<file path="config.mk">
export PLATFORM = sky130hd
export DESIGN_NAME = ext_irq_wake
export DESIGN_NICKNAME = d
export VERILOG_FILES = /design/src/rtl/eiw_pkg.sv /design/src/rtl/eiw_sync.sv /design/src/rtl/eiw_detect.sv /design/src/rtl/eiw_flags.sv /design/src/rtl/eiw_wake.sv /design/src/rtl/ext_irq_wake.sv
export SDC_FILE = /design/constraint.sdc
export NUM_CORES = 1
export LEC_CHECK = 0
export ABC_CLOCK_PERIOD_IN_PS = 2800
export BUFFER_PORTS_ARGS = -buffer_cell sky130_fd_sc_hd__buf_2
export CORE_UTILIZATION = 40
export CTS_CLUSTER_DIAMETER = 200
export CTS_CLUSTER_SIZE = 20
export DETAILED_ROUTE_END_ITERATION = 8
export PLACE_DENSITY = 0.67
export SLEW_MARGIN = 20
export SYNTH_ARGS = -nofsm -noshare
export SYNTH_HDL_FRONTEND = slang
export SYNTH_HIERARCHICAL = 1
export SYNTH_SLANG_ARGS = --single-unit
export TNS_END_PERCENT = 30
</file>
<file path="constraint.sdc">
create_clock -name clk -period 2.8 [get_ports clk]
set_input_delay 0.28 -clock clk [delete_from_list [all_inputs] [get_ports clk]]
set_output_delay 0.28 -clock clk [all_outputs]
set_load 0.01 [all_outputs]
</file>
<file path="src/rtl/eiw_pkg.sv">
package eiw_pkg;
  localparam int REG_AW = 2;
  localparam int REG_DW = 16;
  localparam logic [REG_AW-1:0] ADDR_FLAG = 2'd0;
  localparam logic [REG_AW-1:0] ADDR_MODE = 2'd1;
  localparam logic [REG_AW-1:0] ADDR_WAKE = 2'd2;
  localparam int BOD_BIT = 14;
  localparam int RTC_BIT = 15;

  typedef enum logic {
    DET_LEVEL = 1'b0,
    DET_EDGE  = 1'b1
  } det_mode_e;

  function automatic logic [REG_DW-1:0] wake_mask(input int pins);
    logic [REG_DW-1:0] m;
    m = '0;
    for (int k = 0; k < pins; k++) m[k] = 1'b1;
    m[BOD_BIT] = 1'b1;
    m[RTC_BIT] = 1'b1;
    return m;
  endfunction
endpackage

</file>
<file path="src/rtl/eiw_sync.sv">
module eiw_sync #(
  parameter int W      = 4,
  parameter int STAGES = 2
) (
  input  logic         clk,
  input  logic         rst,
  input  logic [W-1:0] d_i,
  output logic [W-1:0] q_o,
  output logic [W-1:0] prev_o
);
  logic [W-1:0] chain [STAGES];
  logic [W-1:0] prev_q;

  always_ff @(posedge clk) begin
    if (rst) begin
      for (int k = 0; k < STAGES; k++) chain[k] <= '0;
      prev_q <= '0;
    end else begin
      chain[0] <= d_i;
      for (int k = 1; k < STAGES; k++) chain[k] <= chain[k-1];
      prev_q <= chain[STAGES-1];
    end
  end

  assign q_o    = chain[STAGES-1];
  assign prev_o = prev_q;
endmodule

</file>
<file path="src/rtl/eiw_detect.sv">
module eiw_detect
  import eiw_pkg::*;
#(
  parameter int W = 4
) (
  input  logic [W-1:0] lvl_i,
  input  logic [W-1:0] prev_i,
  input  logic [W-1:0] mode_i,
  input  logic [W-1:0] sel_i,
  output logic [W-1:0] det_o
);
  for (genvar i = 0; i < W; i++) begin : g_pin
    logic hit;
    always_comb begin
      if (det_mode_e'(mode_i[i]) == DET_EDGE) hit = lvl_i[i] & ~prev_i[i];
      else                                    hit = lvl_i[i];
    end
    assign det_o[i] = sel_i[i] & hit;
  end
endmodule

</file>
<file path="src/rtl/eiw_flags.sv">
module eiw_flags #(
  parameter int W = 4
) (
  input  logic         clk,
  input  logic         rst,
  input  logic [W-1:0] det_i,
  input  logic [W-1:0] clr_i,
  output logic [W-1:0] flag_o
);
  logic [W-1:0] flag_q;

  for (genvar i = 0; i < W; i++) begin : g_flag
    always_ff @(posedge clk) begin
      if (rst)           flag_q[i] <= 1'b0;
      else if (det_i[i]) flag_q[i] <= 1'b1;
      else if (clr_i[i]) flag_q[i] <= 1'b0;
    end
  end

  assign flag_o = flag_q;
endmodule

</file>
<file path="src/rtl/eiw_wake.sv">
module eiw_wake #(
  parameter int W = 4
) (
  input  logic         clk,
  input  logic         rst,
  input  logic [W-1:0] det_i,
  input  logic [W-1:0] flag_i,
  input  logic [W-1:0] pin_en_i,
  input  logic         bod_i,
  input  logic         bod_en_i,
  input  logic         rtc_i,
  input  logic         rtc_en_i,
  input  logic         pd_i,
  output logic         wake_o
);
  logic [W-1:0] pin_src;
  logic         any_src;
  logic         wake_q;

  for (genvar i = 0; i < W; i++) begin : g_src
    assign pin_src[i] = pin_en_i[i] & det_i[i] & ~flag_i[i];
  end

  assign any_src = (|pin_src) | (bod_i & bod_en_i) | (rtc_i & rtc_en_i);

  always_ff @(posedge clk) begin
    if (rst) wake_q <= 1'b0;
    else     wake_q <= pd_i & (wake_q | any_src);
  end

  assign wake_o = wake_q;
endmodule

</file>
<file path="src/rtl/ext_irq_wake.sv">
module ext_irq_wake
  import eiw_pkg::*;
#(
  parameter int NUM_PINS    = 4,
  parameter int SYNC_STAGES = 2
) (
  input  logic                clk,
  input  logic                rst,
  input  logic [NUM_PINS-1:0] pin_i,
  input  logic [NUM_PINS-1:0] func_sel_i,
  input  logic                bod_evt_i,
  input  logic                rtc_evt_i,
  input  logic                pwr_down_i,
  input  logic                bus_wr_i,
  input  logic [REG_AW-1:0]   bus_addr_i,
  input  logic [REG_DW-1:0]   bus_wdata_i,
  output logic [REG_DW-1:0]   bus_rdata_o,
  output logic [NUM_PINS-1:0] irq_o,
  output logic                wake_o
);
  localparam logic [REG_DW-1:0] WEN_MASK = wake_mask(NUM_PINS);

  logic [NUM_PINS-1:0] lvl, prev, det, flags, clr;
  logic [NUM_PINS-1:0] mode_q;
  logic [REG_DW-1:0]   wen_q;
  logic [REG_DW-1:0]   rdata_q;
  logic                wr_flag, wr_mode, wr_wake;

  assign wr_flag = bus_wr_i && (bus_addr_i == ADDR_FLAG);
  assign wr_mode = bus_wr_i && (bus_addr_i == ADDR_MODE);
  assign wr_wake = bus_wr_i && (bus_addr_i == ADDR_WAKE);
  assign clr     = wr_flag ? bus_wdata_i[NUM_PINS-1:0] : '0;

  eiw_sync #(.W(NUM_PINS), .STAGES(SYNC_STAGES)) u_sync (
    .clk(clk), .rst(rst), .d_i(pin_i), .q_o(lvl), .prev_o(prev)
  );

  eiw_detect #(.W(NUM_PINS)) u_det (
    .lvl_i(lvl), .prev_i(prev), .mode_i(mode_q), .sel_i(func_sel_i), .det_o(det)
  );

  eiw_flags #(.W(NUM_PINS)) u_flags (
    .clk(clk), .rst(rst), .det_i(det), .clr_i(clr), .flag_o(flags)
  );

  eiw_wake #(.W(NUM_PINS)) u_wake (
    .clk(clk), .rst(rst), .det_i(det), .flag_i(flags),
    .pin_en_i(wen_q[NUM_PINS-1:0]),
    .bod_i(bod_evt_i), .bod_en_i(wen_q[BOD_BIT]),
    .rtc_i(rtc_evt_i), .rtc_en_i(wen_q[RTC_BIT]),
    .pd_i(pwr_down_i), .wake_o(wake_o)
  );

  always_ff @(posedge clk) begin
    if (rst) begin
      mode_q <= '0;
      wen_q  <= '0;
    end else begin
      if (wr_mode) mode_q <= bus_wdata_i[NUM_PINS-1:0];
      if (wr_wake) wen_q  <= bus_wdata_i & WEN_MASK;
    end
  end

  always_ff @(posedge clk) begin
    if (rst) rdata_q <= '0;
    else begin
      unique case (bus_addr_i)
        ADDR_FLAG: rdata_q <= REG_DW'(flags);
        ADDR_MODE: rdata_q <= REG_DW'(mode_q);
        ADDR_WAKE: rdata_q <= wen_q;
        default:   rdata_q <= '0;
      endcase
    end
  end

  assign bus_rdata_o = rdata_q;
  assign irq_o       = flags;
endmodule

</file>
==> key figures <==
Outcome
  • Status: complete, no violations

Setup path
  • WP buf/inv: 1
  • R2r setup slk: approximately 1.7 ns
  • RR Endpoint: u_wake/wake_o$_SDFF_PP0_
  • Worst Setup Start Kind: flop
  • Worst Path Required: about 2.5 ns
  • R2R depth: 4
  • CP max stage delay: 0.40 ns
  • Reg-to-reg critical path startpoint: mode_q[1]$_SDFFE_PP0P_
  • CP Class: reg -> out
  • Critical path's slowest cell: dfxtp_1
  • WP data arrival: slightly below 0.9 ns
  • Worst-path maximum fanout: 4
  • Worst setup EP type: output pin
  • Critical-path cell list: buf_2
  • Worst path top cell family by delay: flip-flops

Synth
  • Count leader, synth: dfxtp_1
  • Top cells by area, synth: dfxtp_1, mux2i_1, nand2b_1
  • Post-Synthesis Cells: 139
  • Syn_area_per_cell: 10.5 um2
  • Area of the mapped netlist: ~0.0015 mm2
  • EDFF count, synth: 0
  • Number of synthesized register bits: 33
  • Primary FF master, synth: dfxtp_1
  • Most frequent cells after synthesis: dfxtp_1, nand2b_1, buf_4
  • Post-synth ARST share: 0
  • Synth cell types: 23
  • Yosys warnings: 6
  • Post-synthesis sequential area ratio: 0.454
  • Synth area leader: dfxtp_1
  • Share of the synthesized area in the top cell type: 0.454

Hold path
  • Hold EP: u_sync/chain[0][3]$_SDFF_PP0_
  • Hold Path Stages: 2
  • Worst Hold Class: in -> reg
  • HP Start: pin_i[3]

Route
  • Via Count: between 900 and 1000
  • Drt first pass iters: 4
  • Via density: about 4.6
  • Wl on met1: 1020 um
  • Top routing layer in use: met4
  • Post-DR wirelength/cell: 11.9 um
  • Met3 WL post-DR: about 180 um
  • WL final: between 2000 and 3000 um
  • DRC: 0
  • Antenna-violating nets left: 0
  • DR WL met2: between 1000 and 1500 um
  • Starting DRT DRC Count: 36

Die
  • Die Wd: 62.3 um
  • # rows: 21
  • DIE AREA: slightly below 0.004 mm2
  • Die H: between 60 and 70 um
  • Core area: 0.00342 mm2
  • # IOs: 53
  • Starting Density: 0.426

Timing
  • Final min period: about 1.2 ns
  • Clock skew: 0.00495 ns
  • Endpoints failing hold: 0
  • RSZ-0062 raised after global routing: no
  • Slew margin rel.: 0.557
  • Setup Viol. Count Final: 0
  • Total Neg Setup Slack: 0 ns
  • Final period util: 0.413
  • Worst slew pin tran: about 0.66 ns
  • Slew Viols, Final: 0
  • Fmax: a little under 900 MHz

Clock network
  • TritonCTS clock tree: done
  • Root Driver: clkbuf_4
  • Clock H-tree levels: 2
  • Hold-fix buffers at CTS: 0
  • Clock transition at path regs: ~0.09 ns
  • Buffer count from post-CTS setup fixing: 0
  • Clock buffer depth: 2
  • CTS buffer count: 5
  • Clock Sink Count: 33
  • Resize count post-CTS: 0
  • Worst-Skew Late Latency: 0.33 ns

Final layout
  • Area of the multi-input gates: around 670 um2
  • P&R area growth vs syn: 10.6%
  • NumNets Final: ~200
  • Share of cells above drive strength 1: 0.333
  • Antenna cell count: 0
  • Sequential standard cell area: roughly 660 um2
  • Utilization after layout: 0.471
  • Filler Cells Inserted: 332

GRT
  • First-pass GRT wire length: roughly 4200 um
  • Initial antenna violation count: 0
  • Largest net degree at the start of global routing: 37
  • Vias in the first global route: between 900 and 1000
  • Grt ovf: 0
  • Global Route Usage Sum: 0.144

Power and ir drop
  • Leak: 0.720 nW
  • PwrDens: around 500 mW/mm2
  • Peak supply drop: roughly 0.23 mV

Placement
  • Port bufs: 32
  • Routability cong.: between 0.7 and 0.8

Flow run
  • Max cap viols: 0
[placed cells by master (no fill, tap or decap), drive strengths merged, types with 2 or more instances in the layout]
cell type,n
nor2b,10
nor4bb,2
inv,5
mux2i,14
nand2,8
nand2b,21
buf,32
and2b,2
clkbuf,5
dfxtp,33
conb,10
a21oi,8
o22ai,6
and3b,2
and2,4
[state kept, by name, indices dropped and copies added, names as in the netlist]
signal,flops
u_flags/flag_o,4
mode_q,4
bus_rdata_o,6
u_wake/wake_o,1
u_sync/chain,8
u_sync/prev_o,4
wen_q,6
[final cells by class]
cell class,instances,share of cell area
inverters,5,0.0117
multi-input cells,92,0.416
clock inverters,1,0.00311
clock buffers,5,0.0233
flip-flops and latches,33,0.411
repair buffers,32,0.0996
well taps,46,0.0358
[where the power goes]
part           switching, mW  internal, mW  total [mW]
Combinational         0.0421        0.0387      0.0808
Clock                  0.146        0.0869       0.233
Sequential           0.00839         0.485       0.493
Total                  0.197         0.610       0.807
[how the worst max path moves through the flow]
stage | start | end | slack [ns] | cells past startpoint
6_report | u_flags/flag_o[1]$_SDFFE_PP0P_ | irq_o[1] | 1.64 | 1
3_5_place_dp | rst | bus_rdata_o[2]$_SDFF_PP0_ | 1.44 | 3
3_3_place_gp | rst | bus_rdata_o[0]$_SDFF_PP0_ | 1.48 | 3
4_1_cts | u_flags/flag_o[2]$_SDFFE_PP0P_ | irq_o[2] | 1.63 | 1
5_1_grt | u_flags/flag_o[2]$_SDFFE_PP0P_ | irq_o[2] | 1.58 | 1
2_1_floorplan | u_sync/chain[0][4]$_SDFF_PP0_ | u_wake/wake_o$_SDFF_PP0_ | 1.74 | 6
[through the flow]
stage | hold slack [ns] | std cells | setup WS [ns] | power, mW | instance area (um2)
floorplan | 0.349 | 148 | 1.74 | 0.570 | 1490
global placement | 0.420 | 208 | 1.48 | 0.581 | 1570
detailed placement | 0.423 | 208 | 1.44 | 0.585 | 1570
CTS | 0.141 | 214 | 1.63 | 0.816 | 1610
global route | 0.129 | 214 | 1.58 | 0.850 | 1610
finish | 0.147 | 214 | 1.64 | 0.807 | 1610
[per-layer routing]
metal	vias to the layer above	global-route usage
met3	6	0.0533
li1	495	-
met1	448	0.148
met5	-	0
met4	0	0.0698
met2	37	0.255
[cells by family after synthesis]
group                  share of synthesized area
AOI/OAI and AO/OA                         0.0775
buffers and inverters                      0.109
DFF                                        0.454
muxes                                     0.0964
other                                    0.00258
and+or+nand+nor                            0.260
(Power assumes the default switching activity.)
